### src/rtl/serial_rx4_pkg.sv
package serial_rx4_pkg;
    localparam int OSR      = 4;
    localparam int HALF_OSR = OSR / 2;
    localparam int DATA_W   = 8;
    localparam int PHASE_W  = $clog2(OSR);
    localparam int BIT_W    = $clog2(DATA_W);

    typedef enum logic [1:0] {
        RX_IDLE,
        RX_START,
        RX_DATA,
        RX_STOP
    } rx_state_e;

    typedef struct packed {
        logic [DATA_W-1:0] data;
        logic              bad_stop;
    } rx_frame_t;

    function automatic logic [PHASE_W-1:0] phase_last();
        return PHASE_W'(OSR - 1);
    endfunction

    function automatic logic [PHASE_W-1:0] phase_mid();
        return PHASE_W'(HALF_OSR - 1);
    endfunction
endpackage

### src/rtl/serial_rx4_tick.sv
module serial_rx4_tick #(
    parameter int DIV_W = 16
) (
    input  logic             clk,
    input  logic             rst,
    input  logic             restart,
    input  logic [DIV_W-1:0] divisor,
    output logic             tick
);
    logic [DIV_W-1:0] cnt;

    assign tick = !restart && (cnt == divisor);

    always_ff @(posedge clk) begin
        if (rst || restart) begin
            cnt <= '0;
        end else if (cnt >= divisor) begin
            cnt <= '0;
        end else begin
            cnt <= cnt + 1'b1;
        end
    end
endmodule

### src/rtl/serial_rx4_sync.sv
module serial_rx4_sync #(
    parameter int STAGES = 2
) (
    input  logic clk,
    input  logic rst,
    input  logic din,
    output logic dout
);
    logic [STAGES-1:0] pipe;

    generate
        for (genvar g = 0; g < STAGES; g++) begin : g_stage
            if (g == 0) begin : g_first
                always_ff @(posedge clk) begin
                    if (rst) pipe[g] <= 1'b1;
                    else     pipe[g] <= din;
                end
            end else begin : g_next
                always_ff @(posedge clk) begin
                    if (rst) pipe[g] <= 1'b1;
                    else     pipe[g] <= pipe[g-1];
                end
            end
        end
    endgenerate

    assign dout = pipe[STAGES-1];
endmodule

### src/rtl/serial_rx4_frame.sv
module serial_rx4_frame
    import serial_rx4_pkg::*;
(
    input  logic      clk,
    input  logic      rst,
    input  logic      line,
    input  logic      tick,
    output logic      restart,
    output logic      frame_valid,
    output rx_frame_t frame
);
    rx_state_e           state;
    logic [PHASE_W-1:0]  phase;
    logic [BIT_W-1:0]    bitn;
    logic [DATA_W-1:0]   shreg;
    logic                line_q;
    logic                bad_q;

    assign restart = (state == RX_IDLE) && line_q && !line;

    always_ff @(posedge clk) begin
        if (rst) begin
            state       <= RX_IDLE;
            phase       <= '0;
            bitn        <= '0;
            shreg       <= '0;
            line_q      <= 1'b1;
            bad_q       <= 1'b0;
            frame_valid <= 1'b0;
        end else begin
            line_q      <= line;
            frame_valid <= 1'b0;
            case (state)
                RX_IDLE: begin
                    phase <= '0;
                    if (restart) state <= RX_START;
                end
                RX_START: if (tick) begin
                    if (phase == phase_mid()) begin
                        phase <= '0;
                        bitn  <= '0;
                        state <= line ? RX_IDLE : RX_DATA;
                    end else begin
                        phase <= phase + 1'b1;
                    end
                end
                RX_DATA: if (tick) begin
                    if (phase == phase_last()) begin
                        phase <= '0;
                        shreg <= {line, shreg[DATA_W-1:1]};
                        if (bitn == BIT_W'(DATA_W - 1)) state <= RX_STOP;
                        else                            bitn  <= bitn + 1'b1;
                    end else begin
                        phase <= phase + 1'b1;
                    end
                end
                RX_STOP: if (tick) begin
                    if (phase == phase_last()) begin
                        phase       <= '0;
                        bad_q       <= !line;
                        frame_valid <= 1'b1;
                        state       <= RX_IDLE;
                    end else begin
                        phase <= phase + 1'b1;
                    end
                end
                default: state <= RX_IDLE;
            endcase
        end
    end

    assign frame.data     = shreg;
    assign frame.bad_stop = bad_q;
endmodule

### src/rtl/serial_rx4_fifo.sv
module serial_rx4_fifo #(
    parameter int WIDTH = 8,
    parameter int DEPTH = 4,
    localparam int AW   = $clog2(DEPTH),
    localparam int CW   = $clog2(DEPTH + 1)
) (
    input  logic             clk,
    input  logic             rst,
    input  logic             push,
    input  logic [WIDTH-1:0] push_data,
    input  logic             pop,
    output logic [WIDTH-1:0] head,
    output logic [CW-1:0]    count
);
    logic [WIDTH-1:0] mem [DEPTH];
    logic [AW-1:0]    wr_ptr, rd_ptr;
    logic             do_push, do_pop;

    assign do_push = push && (count != CW'(DEPTH));
    assign do_pop  = pop  && (count != '0);
    assign head    = mem[rd_ptr];

    function automatic logic [AW-1:0] bump(input logic [AW-1:0] p);
        return (p == AW'(DEPTH - 1)) ? '0 : p + 1'b1;
    endfunction

    always_ff @(posedge clk) begin
        if (do_push) mem[wr_ptr] <= push_data;
    end

    always_ff @(posedge clk) begin
        if (rst) begin
            wr_ptr <= '0;
            rd_ptr <= '0;
            count  <= '0;
        end else begin
            if (do_push) wr_ptr <= bump(wr_ptr);
            if (do_pop)  rd_ptr <= bump(rd_ptr);
            case ({do_push, do_pop})
                2'b10:   count <= count + 1'b1;
                2'b01:   count <= count - 1'b1;
                default: count <= count;
            endcase
        end
    end
endmodule

### src/rtl/serial_rx4.sv
module serial_rx4
    import serial_rx4_pkg::*;
#(
    parameter int DIV_W      = 16,
    parameter int DEPTH      = 4,
    parameter int SYNC_DEPTH = 2,
    localparam int CW        = $clog2(DEPTH + 1)
) (
    input  logic              clk,
    input  logic              rst,
    input  logic              rxd_in,
    input  logic [DIV_W-1:0]  divisor,
    input  logic              pop,
    input  logic              clr_frame,
    input  logic              clr_overrun,
    output logic [DATA_W-1:0] head_data,
    output logic              fifo_empty,
    output logic              fifo_one_left,
    output logic              fifo_full,
    output logic              frame_err,
    output logic              overrun_err
);
    logic      line_s;
    logic      restart;
    logic      tick;
    logic      frm_valid;
    logic      frm_bad;
    rx_frame_t frm;
    logic [CW-1:0] level;

    serial_rx4_sync #(.STAGES(SYNC_DEPTH)) u_sync (
        .clk(clk), .rst(rst), .din(rxd_in), .dout(line_s)
    );

    serial_rx4_tick #(.DIV_W(DIV_W)) u_tick (
        .clk(clk), .rst(rst), .restart(restart), .divisor(divisor), .tick(tick)
    );

    serial_rx4_frame u_frame (
        .clk(clk), .rst(rst), .line(line_s), .tick(tick),
        .restart(restart), .frame_valid(frm_valid), .frame(frm)
    );

    assign frm_bad = frm.bad_stop;

    serial_rx4_fifo #(.WIDTH(DATA_W), .DEPTH(DEPTH)) u_fifo (
        .clk(clk), .rst(rst), .push(frm_valid), .push_data(frm.data),
        .pop(pop), .head(head_data), .count(level)
    );

    assign fifo_empty    = (level == '0);
    assign fifo_full     = (level == CW'(DEPTH));
    assign fifo_one_left = (level == CW'(DEPTH - 1));

    always_ff @(posedge clk) begin
        if (rst) begin
            frame_err   <= 1'b0;
            overrun_err <= 1'b0;
        end else begin
            if (frm_valid && frm_bad) frame_err <= 1'b1;
            else if (clr_frame)       frame_err <= 1'b0;
            if (frm_valid && fifo_full) overrun_err <= 1'b1;
            else if (clr_overrun)       overrun_err <= 1'b0;
        end
    end
endmodule

### config.mk
export PLATFORM = sky130hd
export DESIGN_NAME = serial_rx4
export DESIGN_NICKNAME = d
export VERILOG_FILES = /design/src/rtl/serial_rx4_pkg.sv /design/src/rtl/serial_rx4_tick.sv /design/src/rtl/serial_rx4_sync.sv /design/src/rtl/serial_rx4_frame.sv /design/src/rtl/serial_rx4_fifo.sv /design/src/rtl/serial_rx4.sv
export SDC_FILE = /design/constraint.sdc
export NUM_CORES = 1
export LEC_CHECK = 0
export CORE_MARGIN = 8
export CORE_UTILIZATION = 30
export DETAILED_ROUTE_END_ITERATION = 10
export PLACE_DENSITY = 0.53
export REMOVE_ABC_BUFFERS = 1
export SYNTH_ARGS = -nofsm -noshare
export SYNTH_HDL_FRONTEND = slang
export SYNTH_SLANG_ARGS = --single-unit
### constraint.sdc
create_clock -name clk -period 6.3 [get_ports clk]
set_input_delay 1.575 -clock clk [delete_from_list [all_inputs] [get_ports clk]]
set_output_delay 1.575 -clock clk [all_outputs]
set_load 0.005 [all_outputs]
==> results_dict.tcl, run 1 <==
set metrics [dict create \
    synth_top_area_share 0.264 \
    drt-vias-per-instance 4.66 \
    fill_cells 1195 \
    htree_levels 3 \
    yosysMostFrequentCell "dfxtp_1" \
    slowest_delay_ns 0.94 \
    grt-ovfl-total 0 \
    ys_ff_latch 79 \
    die_area_um2 15900 \
    powerDensity_nw_per_um2 255 \
    drv_slew 0 \
    synthesis.instances 339 \
    crit_fanout 12 \
    synthTopCellsByArea "edfxtp_1, dfxtp_1, ha_1" \
    die_w_um 126 \
    cp.arrival_ns 4.22 \
    max-vdd-ir-drop_mv 0.129 \
    hold_violations 0 \
    syn_avg_cell_area_um2 10.7 \
    drcViolationCount 0 \
    synth_async_sr_flop_share 0 \
    cts_buffer_depth 2 \
    timing.slew.headroom 0.288 \
    top_usage_layer "met2" \
    path_clk_slew_ns 0.06 \
    drt_iter0_markers 124 \
    grt_usage 0.0905 \
    ios 35 \
    register_area_um2 1900 \
    multi_input_area_um2 1570 \
    cts_tree "yes" \
    reg2reg_from "u_tick.cnt[11]" \
    setup_viol_count_final 0 \
    yosysSeqAreaShare 0.523 \
    dp_hpwl_um 4810 \
    routed_wl_um 6710 \
    fmax_mhz 252 \
    required_ns 6.56 \
    place.gp.congestion 0.730 \
    yosys_warnings 0 \
    areaGrowthSynthToFinish_pct 21.8 \
    clock-root-buffer "clkbuf_16" \
    critical_path_class "input pin to flip-flop" \
    grt_max_degree 30 \
    p_leak_nw 1.54 \
    hp-start "u_sync.pipe[0]" \
    yosysTopAreaCell "edfxtp_1" \
    die_y_um 126 \
    grt_pass1_wl_um 11600 \
    gr-usage-met3 0.0304 \
    fin_total_pwr_mw 1.13 \
    tightest_slew_ns 1.06 \
    endpoint_kind "flip-flop" \
    cts_sinks 79 \
    synthTopCellsByCount "dfxtp_1, nand2_1, edfxtp_1, inv_1" \
    yosysUniqueCellTypes 45 \
    rows 40 \
    path_cells "clkdlybuf4s50_1 -> inv_1 -> ha_1 -> nand4_1 -> nor4_2 -> and3_1 -> nand2_1 -> a21oi_1" \
    cts_hold_buf 0 \
    fp.coreArea_um2 11900 \
    use_met2 0.153 \
    dr.pass1.iters 4 \
    drive_gt1_frac 0.0789 \
    cts_buffers 9 \
    layout.nets 426 \
    crit_path_start_kind "input pin" \
    initial_core_util 0.305 \
    synth_edf_count 32 \
    grt_pass1_vias 2508 \
    skew_ns 0.00644 \
    startpoint "divisor[11]" \
    post-cts-setup-buffer-count 0 \
    rsz0062_at_grt "false" \
    clock_latency_ns 0.34 \
    netlist_area_um2 3640 \
    path_delay_family "simple AND/OR/NAND/NOR gates" \
    port_buffers 34 \
    final.setup.tns_ns 0 \
    vias 2457 \
    antenna_found_initial 0 \
    crit_slowest_cell "nor4_2" \
    max_cap_viol_count 0 \
    antenna_cells 0 \
    wl_per_cell_um 12.7 \
    worst-path-buf-inv 2 \
    detail-route-antenna-nets 0 \
    ctsResizeCount 0 \
    ys.flop_type "dfxtp_1" \
    fin_crit_ns 3.96 \
    grt_use_met1 0.101 \
    hp-class "flip-flop to flip-flop" \
    post-route-period-util 0.629 \
    status "finished, final reports clean" \
]
layout by cell type (no fill, tap or decap), types with 7 or more instances in the layout:
cell type,instances
dfxtp_1,47
clkdlybuf4s50_1,34
nand2_1,33
inv_1,32
edfxtp_1,32
a21oi_1,29
nor2_1,29
ha_1,28
xor2_1,9
nand3_1,9
clkbuf_16,9
mux4_2,8
nor3_1,7
xnor2_1,7
nand4_1,7
metal layers:
| metal | vias to the layer above | share of wire |
|---|---|---|
| met5 | - | 0 |
| met4 | 0 | 0.012 |
| met3 | 8 | 0.039 |
| met2 | 32 | 0.48 |
| met1 | 1164 | 0.47 |
| li1 | 1253 | - |
through the flow:
stage	cell area [um^2]	std cells	setup WS [ns]	hold slack, ns	util
after global routing	4430	527	2.12	0.419	0.372
after floorplan	3590	329	2.84	0.389	-
final	4430	527	2.34	0.406	0.372
after CTS	4430	527	2.36	0.407	0.372
after global placement	4120	511	2.11	0.394	0.346
after detailed placement	4120	511	2.00	0.393	0.346
layout make-up:
type / instances / share of cell area
well taps: 147 / 0.0415
inverters: 32 / 0.0271
clock buffers: 11 / 0.0525
clock inverters: 5 / 0.0183
flip-flops and latches: 79 / 0.429
repair buffers: 35 / 0.0785
multi-input cells: 218 / 0.353
state kept, by name, indices dropped and copies added, names as in the netlist, 2 cells and up, named ones only:
| signal | flops |
|---|---|
| u_fifo.count | 3 |
| u_fifo.mem | 32 |
| u_fifo.rd_ptr | 2 |
| u_fifo.wr_ptr | 2 |
| u_frame.bitn | 3 |
| u_frame.phase | 2 |
| u_frame.shreg | 8 |
| u_tick.cnt | 16 |
final timing paths:
path	slack [ns]	to	cells past startpoint
worst max-delay path	2.34	u_frame.shreg[3]	8
worst min-delay path	0.41	u_sync.dout	1
worst max register to register	3.69	u_frame.shreg[3]	6
worst min register to register	0.41	u_sync.dout	1
power breakdown:
part / internal [mW] / total [mW] / switching, mW
logic: 0.0236 / 0.0443 / 0.0207
registers: 0.532 / 0.537 / 0.00531
clock network: 0.348 / 0.549 / 0.202
total: 0.903 / 1.13 / 0.228
cell families (layout without fill, tap and decap cells):
kind of cell               Yosys count  count (layout)  share of synthesized area
adders and majority gates           29              29                      0.102
xor gates and xnor gates            16              16                     0.0385
and+or+nand+nor                    118             118                      0.162
AOI/OAI and AO/OA                   45              45                     0.0732
buffers and inverters               42              83                     0.0471
DFF                                 79              79                      0.523
muxes                               10              10                     0.0550
(Power assumes the default switching activity.)
==> run 2, diff against run 1 <==
--- a/config.mk
+++ b/config.mk
@@ -8,7 +8,7 @@
 export CORE_MARGIN = 8
 export CORE_UTILIZATION = 30
 export DETAILED_ROUTE_END_ITERATION = 10
-export PLACE_DENSITY = 0.53
+export PLACE_DENSITY = 0.55
 export REMOVE_ABC_BUFFERS = 1
 export SYNTH_ARGS = -nofsm -noshare
 export SYNTH_HDL_FRONTEND = slang
==> constraint.sdc (replaced) <==
create_clock -name clk -period 3.5 [get_ports clk]
set_input_delay 0.875 -clock clk [delete_from_list [all_inputs] [get_ports clk]]
set_output_delay 0.875 -clock clk [all_outputs]
set_load 0.005 [all_outputs]
==> run 2 against run 1 <==
Against the previous run: final cell count up 0.19%; sequential cell count unchanged; global-route usage about the same; via count up 0.94%; critical path depth down 6; worst hold slack about the same; critical endpoint is now head_data[6]; count of clock-buffer cells in the layout down 2; clock skew up 0.0018 ns.
==> results_dict.tcl, run 2 (same netlist as run 1, synthesis figures left out) <==
set metrics [dict create \
    status "finished, final reports clean" \
    htree_levels 3 \
    reg_top3 "u_fifo.mem x32, u_tick.cnt x16, u_frame.shreg x8" \
    cts_sinks 79 \
    place.gp.congestion 0.737 \
    fill_cells 1169 \
    cts_buffers 9 \
    cts_buffer_depth 2 \
    grt_use_met1 0.105 \
    dp_hpwl_um 5080 \
    endpoint_kind "output pin" \
    p_leak_nw 1.54 \
    vias 2480 \
    powerDensity_nw_per_um2 460 \
    post-route-period-util 0.836 \
    hp-class "flip-flop to flip-flop" \
    timing.slew.headroom 0.493 \
    die_w_um 126 \
    tightest_slew_ns 0.761 \
    r2r_slack_ns 1.17 \
    cts_tree "yes" \
    fin_util 0.373 \
    register_area_um2 1900 \
    post-cts-setup-buffer-count 0 \
    gr-usage-met3 0.0321 \
    clock-root-buffer "clkbuf_16" \
    wl_per_cell_um 13.1 \
    dpl_cell_area_um2 4130 \
    crit_path_start_kind "flip-flop" \
    hold_violations 0 \
    top_usage_layer "met2" \
    grt_pass1_vias 2436 \
    port_buffers 34 \
    layout_commonest_cell "dfxtp_1" \
    path_clk_slew_ns 0.06 \
    fp.coreArea_um2 11900 \
    final_cell_mix "dfxtp_1, clkdlybuf4s50_1, nand2_1" \
    required_ns 2.62 \
    use_met2 0.150 \
    rsz0062_at_grt "false" \
    clock_latency_ns 0.33 \
    drt-vias-per-instance 4.70 \
    grt_pass1_wl_um 11600 \
    multi_input_area_um2 1570 \
    drv_slew 0 \
    grt_max_degree 29 \
    layout.nets 427 \
    drt_iter0_markers 158 \
    fin_total_pwr_mw 2.05 \
    ctsResizeCount 0 \
    largest_reg_flops 32 \
    fin_crit_ns 2.93 \
    cp.arrival_ns 2.05 \
    die_area_um2 15900 \
    skew_ns 0.00826 \
    holdWs_ns 0.406 \
    drive_gt1_frac 0.0840 \
    antenna_cells 0 \
    areaGrowthSynthToFinish_pct 22.2 \
    crit_fanout 8 \
    die_y_um 126 \
    detail-route-antenna-nets 0 \
    grt_usage 0.0905 \
    routed_wl_um 6940 \
    grt-ovfl-total 0 \
    top_register "u_fifo.mem" \
    drcViolationCount 0 \
    dr.pass1.iters 4 \
    critical_path_class "flip-flop to output pin" \
    setup_viol_count_final 0 \
    final.setup.tns_ns 0 \
    max_cap_viol_count 0 \
    initial_core_util 0.305 \
    max-vdd-ir-drop_mv 0.208 \
    ios 35 \
    antenna_found_initial 0 \
    rows 40 \
    final_area_um2 4450 \
    cts_hold_buf 0 \
    fmax_mhz 342 \
]
## run 2: worst paths after layout
path / cells after the start / startpoint / end
min reg2reg: 1 / u_sync.pipe[0] / u_sync.dout
max reg2reg: 9 / u_fifo.count[2] / u_fifo.count[2]
min: 1 / u_sync.pipe[0] / u_sync.dout
max: 2 / flip-flop / head_data[6]
## run 2: layout make-up
| type | count | area share |
|---|---|---|
| sequential | 79 | 0.428 |
| multi-input combinational | 218 | 0.352 |
| inverter | 32 | 0.0270 |
| tap | 147 | 0.0414 |
| clock buffer | 9 | 0.0506 |
| clock inverter | 7 | 0.0217 |
| timing repair buffer | 36 | 0.0799 |
## run 2: layer usage
layer  vias up  routed length (um)
met3         6                 199
met5         -                   0
met1      1181                3380
met4         0                  76
li1       1264                   -
met2        29                3290
## run 2: power breakdown
group	internal [mW]	total [mW]	switching (mW)
sequential	0.957	0.966	0.00916
clock	0.626	1.00	0.375
combinational	0.0424	0.0809	0.0385
total	1.62	2.05	0.422
## run 2: through the flow
stage / instances / setup WS (ns)
after floorplan: 329 / 0.742
after global placement: 512 / 0.450
after detailed placement: 512 / 0.398
after CTS: 528 / 0.503
after global routing: 528 / 0.413
final: 528 / 0.574
## run 2: critical path: stages, from the launching register on
cell,delay (ns)
dfxtp_1,0.68
mux4_2,0.57
clkdlybuf4s50_1,0.47
==> run 3, diff against run 2 <==
--- a/config.mk
+++ b/config.mk
@@ -8,7 +8,7 @@
 export CORE_MARGIN = 8
 export CORE_UTILIZATION = 30
 export DETAILED_ROUTE_END_ITERATION = 10
-export PLACE_DENSITY = 0.55
+export PLACE_DENSITY = 0.53
 export REMOVE_ABC_BUFFERS = 1
 export SYNTH_ARGS = -nofsm -noshare
 export SYNTH_HDL_FRONTEND = slang
==> constraint.sdc (replaced) <==
create_clock -name clk -period 3.1 [get_ports clk]
set_input_delay 0.775 -clock clk [delete_from_list [all_inputs] [get_ports clk]]
set_output_delay 0.775 -clock clk [all_outputs]
set_load 0.005 [all_outputs]
==> run 3 against run 2 <==
Against the previous run: routed wire length shrank 0.10%; sequential cell count is the same; via count shrank 1.1%; clock power is essentially flat; largest cell class unchanged.
==> results_dict.tcl, run 3 (same netlist as run 1, synthesis figures left out) <==
set metrics [dict create \
    wl_met2_um 3250 \
    drive_gt1_frac 0.0814 \
    crit_fanout 8 \
    vias 2453 \
    clock_latency_ns 0.33 \
    reg_top3 "u_fifo.mem x32, u_tick.cnt x16, u_frame.shreg x8" \
    hold_violations 0 \
    post-route-period-util 0.913 \
    layout_commonest_cell "dfxtp_1" \
    detailedPlace.worstSlack_ns 0.0997 \
    final.setup.tns_ns 0 \
    cts_sinks 79 \
    fill_cells 1195 \
    fp.coreArea_um2 11900 \
    wl_met1_um 3270 \
    slowest_delay_ns 0.67 \
    highest_layer "met4" \
    wl_met3_um 329 \
    fin_crit_ns 2.83 \
    post-cts-setup-buffer-count 0 \
    top_register "u_fifo.mem" \
    max_cap_viol_count 0 \
    clock-root-buffer "clkbuf_16" \
    grt_pass1_wl_um 11500 \
    critical_path_class "flip-flop to output pin" \
    rr_endpoint "u_fifo.count[2]" \
    drv_slew 0 \
    reg2reg_from "u_fifo.count[2]" \
    ctsResizeCount 0 \
    place.gp.congestion 0.719 \
    cp.arrival_ns 2.06 \
    hp-start "u_sync.pipe[0]" \
    grt_max_degree 29 \
    wl_per_cell_um 13.1 \
    path_cells "mux4_2 -> clkdlybuf4s50_1" \
    final.setup.worst_slack_ns 0.270 \
    cts_tree "yes" \
    grt_usage 0.0902 \
    crit_slowest_cell "dfxtp_1" \
    holdPathStages 1 \
    skew_ns 0.00779 \
    die_w_um 126 \
    grt_pass1_vias 2365 \
    powerDensity_nw_per_um2 500 \
    drt_iter0_markers 117 \
    grt-ovfl-total 0 \
    setup_viol_count_final 0 \
    worstRegToRegCells 9 \
    cts_buffers 9 \
    largest_reg_flops 32 \
    hp-class "flip-flop to flip-flop" \
    max-vdd-ir-drop_mv 0.216 \
    routed_wl_um 6940 \
    initial_core_util 0.305 \
    cts_buffer_depth 2 \
    dpl_cell_area_um2 4130 \
    rows 40 \
    r2r_slack_ns 0.77 \
    path_clk_slew_ns 0.06 \
    dr.pass1.iters 4 \
    crit_path_start_kind "flip-flop" \
    drt-vias-per-instance 4.65 \
    die_area_um2 15900 \
    final_cell_mix "dfxtp_1, clkdlybuf4s50_1, nand2_1" \
    htree_levels 3 \
    final_area_um2 4420 \
    port_buffers 34 \
    areaGrowthSynthToFinish_pct 21.4 \
    detail-route-antenna-nets 0 \
    rsz0062_at_grt "false" \
    hold_end "u_sync.dout" \
    die_y_um 126 \
    dp_hpwl_um 5020 \
    layout.nets 427 \
    tightest_slew_ns 0.714 \
    ios 35 \
    p_leak_nw 1.53 \
    antenna_found_initial 0 \
    antenna_cells 0 \
    required_ns 2.32 \
    status "finished, final reports clean" \
    timing.slew.headroom 0.524 \
    fmax_mhz 353 \
    drcViolationCount 0 \
    endpoint_kind "output pin" \
    cts_hold_buf 0 \
]
## run 3: changes by cell type in the layout (fill, tap and decap cells not counted), sizes merged
cell    before  now
inv         33   32
bufinv       2    1
clkinv       2    3
clkbuf       9   10
## run 3: critical path: cells and delay by family (launching register included)
family | cells | cell delay [ns]
buffers and inverters | 1 | 0.46
DFF | 1 | 0.67
muxes | 1 | 0.58
## run 3: how the worst max path moves through the flow
stage	start	to	slack [ns]	depth (start not counted)
4_1_cts	flip-flop	head_data[6]	0.20	2
6_report	flip-flop	head_data[6]	0.27	2
5_1_grt	flip-flop	head_data[6]	0.10	2
3_3_place_gp	divisor[15]	u_frame.state[0]	0.13	9
2_1_floorplan	divisor[15]	u_frame.state[0]	0.44	7
3_5_place_dp	divisor[15]	u_frame.state[0]	0.1	9
## run 3: where the power goes
| part | leakage (nW) | internal [mW] | switching [mW] |
|---|---|---|---|
| Combinational | 0.792 | 0.0479 | 0.0432 |
| Sequential | 0.600 | 1.08 | 0.0105 |
| Clock | 0.136 | 0.620 | 0.406 |
| Total | 1.53 | 1.75 | 0.460 |
## run 3: layer usage
layer / up-vias / GRT usage
li1: 1257 / -
met1: 1155 / 0.107
met2: 34 / 0.144
met3: 7 / 0.0342
met4: 0 / 0.0361
met5: - / 0
## run 3: area by class of cell
cell class                 count  area (um^2)  area share
clock buffer                  10          229      0.0518
clock inverter                 6         62.6      0.0142
inverter                      32          120      0.0272
multi-input combinational    218         1570       0.354
sequential                    79         1900       0.430
tap                          147          184      0.0416
timing repair buffer          36          355      0.0804
## run 3: through the flow
stage,util,power (mW),hold WS [ns],cells
after floorplan,-,1.16,0.389,329
after CTS,0.371,2.24,0.410,528
final,0.371,2.21,0.407,528
after global routing,0.371,2.30,0.441,528
after global placement,0.346,1.20,0.396,512
after detailed placement,0.346,1.21,0.397,512
